$ cat src/rtl/byte_alu.sv
module byte_alu (
  input  logic [13:0] instr,
  input  logic [7:0]  w_in,
  input  logic [7:0]  f_in,
  input  logic        c_in,
  output logic [7:0]  result,
  output logic        res_valid,
  output logic        dest_f,
  output logic        c_we,
  output logic        c_out,
  output logic        dc_we,
  output logic        dc_out,
  output logic        z_we,
  output logic        z_out
);

  logic [5:0] op;
  logic       dbit;
  logic [7:0] lit;
  logic [7:0] aa, bb;
  logic       ci, arith;
  logic [4:0] lo_sum, hi_sum;

  assign op   = instr[13:8];
  assign dbit = instr[7];
  assign lit  = instr[7:0];

  always_comb begin
    res_valid = 1'b0;
    dest_f    = 1'b0;
    result    = 8'h00;
    c_we      = 1'b0;
    c_out     = 1'b0;
    dc_we     = 1'b0;
    dc_out    = 1'b0;
    z_we      = 1'b0;
    aa        = f_in;
    bb        = w_in;
    ci        = 1'b0;
    arith     = 1'b0;

    case (op)
      6'b000111: begin arith = 1'b1; dest_f = dbit; end
      6'b111101: begin arith = 1'b1; dest_f = dbit; ci = c_in; end
      6'b111110: begin arith = 1'b1; aa = lit; end
      6'b111011: begin arith = 1'b1; dest_f = dbit; bb = ~w_in; ci = 1'b1; end
      6'b000010: begin arith = 1'b1; dest_f = dbit; bb = ~w_in; ci = c_in; end
      6'b111100: begin arith = 1'b1; aa = lit; bb = ~w_in; ci = 1'b1; end
      6'b000101: begin res_valid = 1'b1; z_we = 1'b1; dest_f = dbit; result = w_in & f_in; end
      6'b000100: begin res_valid = 1'b1; z_we = 1'b1; dest_f = dbit; result = w_in | f_in; end
      6'b000110: begin res_valid = 1'b1; z_we = 1'b1; dest_f = dbit; result = w_in ^ f_in; end
      6'b001001: begin res_valid = 1'b1; z_we = 1'b1; dest_f = dbit; result = ~f_in; end
      6'b000011: begin res_valid = 1'b1; z_we = 1'b1; dest_f = dbit; result = f_in - 8'd1; end
      6'b001010: begin res_valid = 1'b1; z_we = 1'b1; dest_f = dbit; result = f_in + 8'd1; end
      6'b001000: begin res_valid = 1'b1; z_we = 1'b1; dest_f = dbit; result = f_in; end
      6'b111001: begin res_valid = 1'b1; z_we = 1'b1; result = w_in & lit; end
      6'b111000: begin res_valid = 1'b1; z_we = 1'b1; result = w_in | lit; end
      6'b111010: begin res_valid = 1'b1; z_we = 1'b1; result = w_in ^ lit; end
      6'b110111: begin
        res_valid = 1'b1; z_we = 1'b1; c_we = 1'b1; dest_f = dbit;
        result = {f_in[7], f_in[7:1]}; c_out = f_in[0];
      end
      6'b110110: begin
        res_valid = 1'b1; z_we = 1'b1; c_we = 1'b1; dest_f = dbit;
        result = {1'b0, f_in[7:1]}; c_out = f_in[0];
      end
      6'b110101: begin
        res_valid = 1'b1; z_we = 1'b1; c_we = 1'b1; dest_f = dbit;
        result = {f_in[6:0], 1'b0}; c_out = f_in[7];
      end
      6'b001101: begin
        res_valid = 1'b1; c_we = 1'b1; dest_f = dbit;
        result = {f_in[6:0], c_in}; c_out = f_in[7];
      end
      6'b001100: begin
        res_valid = 1'b1; c_we = 1'b1; dest_f = dbit;
        result = {c_in, f_in[7:1]}; c_out = f_in[0];
      end
      6'b001110: begin res_valid = 1'b1; dest_f = dbit; result = {f_in[3:0], f_in[7:4]}; end
      6'b110000: begin res_valid = 1'b1; result = lit; end
      6'b000001: begin
        if (dbit) begin
          res_valid = 1'b1; z_we = 1'b1; dest_f = 1'b1;
        end else if (instr[6:2] == 5'd0) begin
          res_valid = 1'b1; z_we = 1'b1;
        end
      end
      6'b000000: begin
        if (dbit) begin
          res_valid = 1'b1; dest_f = 1'b1; result = w_in;
        end
      end
      default: ;
    endcase

    lo_sum = {1'b0, aa[3:0]} + {1'b0, bb[3:0]} + {4'd0, ci};
    hi_sum = {1'b0, aa[7:4]} + {1'b0, bb[7:4]} + {4'd0, lo_sum[4]};
    if (arith) begin
      res_valid = 1'b1;
      result    = {hi_sum[3:0], lo_sum[3:0]};
      c_we      = 1'b1;
      dc_we     = 1'b1;
      z_we      = 1'b1;
      c_out     = hi_sum[4];
      dc_out    = lo_sum[4];
    end
  end

  assign z_out = (result == 8'h00);

endmodule

$ cat config.mk
export PLATFORM = sky130hd
export DESIGN_NAME = byte_alu
export DESIGN_NICKNAME = d
export VERILOG_FILES = /design/src/rtl/byte_alu.sv
export SDC_FILE = /design/constraint.sdc
export NUM_CORES = 1
export LEC_CHECK = 0
export BUFFER_PORTS_ARGS = -buffer_cell sky130_fd_sc_hd__buf_2
export CORE_MARGIN = 2
export CORE_UTILIZATION = 53
export DETAILED_ROUTE_END_ITERATION = 7
export PLACE_DENSITY = 0.85
export SLEW_MARGIN = 20
export SYNTH_ARGS = -nofsm -noshare
export SYNTH_HDL_FRONTEND = slang
export SYNTH_SLANG_ARGS = --single-unit
$ cat constraint.sdc
create_clock -name vclk -period 9
set_input_delay 0.9 -clock vclk [all_inputs]
set_output_delay 0.9 -clock vclk [all_outputs]
set_load 0.05 [all_outputs]
==> summary.md <==
| Metric | Value |
|---|---|
| Max VDD drop | `approximately 0.041 mV` |
| Synth area leaders | `ha_1 (6.4%), xnor2_1 (4.9%), nand2_1 (4.3%)` |
| Detailed Place HPWL | `6410 um` |
| # clk buffers | `0` |
| Row count | `24` |
| Max Cap Viol | `0` |
| Fin. max-slew vios | `0` |
| Crit path capture | `z_out` |
| Final Hold Fails | `0` |
| P&R area growth vs syn | `7.56%` |
| Final worst path period need | `6.87 ns` |
| Int Power | `approximately 0.051 mW` |
| Placed cell areas | `roughly 2500 um^2` |
| Dominant cell type by area after synthesis | `ha_1` |
| CP arrival | `5.97 ns` |
| Inst Count DP | `407` |
| Average via count per standard cell | `7.07` |
| Post-CTS Setup Inserts | `0` |
| CORE AREA | `roughly 4300 um^2` |
| Post-synth cell types | `79` |
| Sequential power share | `0%` |
| Setup tns final | `0 ns` |
| Post-Syn Area | `2330 um^2` |
| Initial antenna violation count | `0` |
| Routed len/inst | `a little over 20 um` |
| Layout cells sized above 1 | `22.0%` |
| PwrDens | `between 60 and 70 nW/um^2` |
| Hold WC Path Type | `input pin to output port` |
| Post_cts resized | `0` |
| WS Path Type | `input pin to output port` |
| RSZ-0062 raised after global routing | `false` |
| Largest net degree at the start of global routing | `28` |
| Syn avg cell area | `between 7 and 8 um^2` |
| Seq cells | `0` |
| Critical path launch point | `instr[8]` |
| Number of diodes | `0` |
| Setup ws final | `2.13 ns` |
| Fin area | `around 2500 um^2` |
| Status | `completed` |
| Final Non-Filler Cells | `a little over 400` |
| Slew @ Worst Pin | `~0.91 ns` |
| First-pass detailed-route iteration total | `5` |
| Gate power share | `between 90% and 100%` |
| Final core utilization | `between 50% and 60%` |
| Die Y | `approximately 70 um` |
| Rel. slew slack | `roughly two fifths` |
| Crit start category | `input pin` |
| Most frequent cell after synthesis | `nand2_1` |
| Sequential cell area fraction in the yosys report | `0%` |
| Post-cts hold buffer count | `0` |
| Net Switching | `0.102 mW` |
| Grt ovf | `0` |
| Die Width | `between 70 and 80 um` |
| Total Routing Usage GR | `roughly a third` |
| Global-route wire length before repair | `~14000 um` |
| Vias post-DR | `between 2000 and 3000` |
| Top-area cell type share of the netlist area | `around 6.4%` |
| Clock Power Share | `0%` |
| IO buf count | `47` |
| Syn. warnings | `0` |
| Worst EP required | `a little over 8 ns` |
| DR iter-0 viols | `between 500 and 600` |
| Residual DRC | `0` |
| I/O Pins | `47` |
| Finish-stage setup viols | `0` |
| Final ANT Viol Nets | `0` |
| Sw frac | `66.8%` |
| Die Area | `around 4900 um^2` |
| Place WS | `approximately 2.2 ns` |
| Syn nets | `~380` |
| Max Clk Rate | `146 MHz` |
| Vias in the first global route | `2751` |
| Post-Synthesis Cells | `between 300 and 400` |
| Hold Path Origin | `instr[7]` |
| Nets | `just over 400` |
| Storage element area | `0 um^2` |
| Max FO, Critical Path | `27` |
| DRT Wirelength | `between 8000 and 9000 um` |
| Starting Density | `a little over half` |
| RePlAce Congestion | `~1.0` |
| Top post-synthesis cells by count | `nand2_1 (27), nor2_1 (25), a21oi_1 (17), o21ai_0 (17)` |
| CP endpoint kind | `output port` |
| Leakage power | `1.07 nW` |
| Period utilisation layout | `76.4%` |
==> worst max-delay path, stage by stage <==
cell       delay, ns
buf_2           0.42
and2_1          0.37
nand3_1         0.16
o22ai_2         0.48
xor2_1          0.17
fa_1            0.44
inv_1           0.10
fa_1            0.22
inv_1           0.06
a21o_1          0.17
a21oi_1         0.25
fa_1            0.23
inv_1           0.06
fa_1            0.46
xnor2_1         0.17
nor2_1          0.06
a2111oi_0       0.52
nand4_1         0.24
nor4_2          0.18
buf_2           0.30
==> logic make-up (layout without fill, tap and decap cells) <==
family                   Yosys count  after routing  synth area share [%]
XOR/XNOR                          23             23                  8.64
AND/OR/NAND/NOR                  126            126                  30.0
buffers and inverters             40             66                  8.69
multiplexers                      16             16                  8.05
AO/OA/AOI/OAI                    107            107                  33.9
adder cells (fa/ha/maj)           17             17                  10.7
==> routing by layer <==
| layer | vias to the layer above | GRT usage (%) | part of all wire, % |
|---|---|---|---|
| met1 | 1309 | 44.7 | 38 |
| met2 | 210 | 55.5 | 46 |
| met5 | - | 0 | 0 |
| met3 | 48 | 4.91 | 11 |
| li1 | 1312 | - | - |
| met4 | 0 | 10.0 | 4.9 |
==> power by group through the flow <==
stage / logic [mW] / registers, mW / clock network, mW
floorplan: 0.111 / 0 / 0
global placement: 0.147 / 0 / 0
detailed placement: 0.149 / 0 / 0
CTS: 0.150 / 0 / 0
global route: 0.164 / 0 / 0
finish: 0.152 / 0 / 0
==> how the worst min path moves through the flow <==
stage	to	slack, ns	depth (start not counted)
floorplan	dest_f	2.06	1
global placement	dest_f	2.27	3
detailed placement	dest_f	2.26	3
CTS	dest_f	2.27	3
global route	dest_f	2.28	3
finish	dest_f	2.27	3
==> final cells by class <==
type | count | area [um^2]
Tap cell | 52 | 65.1
Multi-Input combinational cell | 289 | 2130
Timing Repair Buffer | 49 | 250
Inverter | 17 | 63.8
Fill cell | 437 | 1790
==> placed cells by master (no fill, tap or decap), drive strengths merged, types with 7 or more instances in the layout <==
| cell | count |
|---|---|
| o21ai | 20 |
| xnor2 | 13 |
| nor3 | 9 |
| a21oi | 17 |
| xor2 | 10 |
| nor2 | 25 |
| a22oi | 7 |
| a21o | 8 |
| nand3 | 16 |
| buf | 49 |
| mux2 | 9 |
| nand2 | 28 |
| a211oi | 11 |
| mux2i | 7 |
| ha | 12 |
| inv | 17 |
==> through the flow <==
stage / total power [mW] / hold slack, ns
4_1_cts: 0.150 / 2.27
2_1_floorplan: 0.111 / 2.06
5_1_grt: 0.164 / 2.28
3_3_place_gp: 0.147 / 2.27
6_report: 0.152 / 2.27
3_5_place_dp: 0.149 / 2.26
No activity file was read; power rests on OpenSTA's default activity.
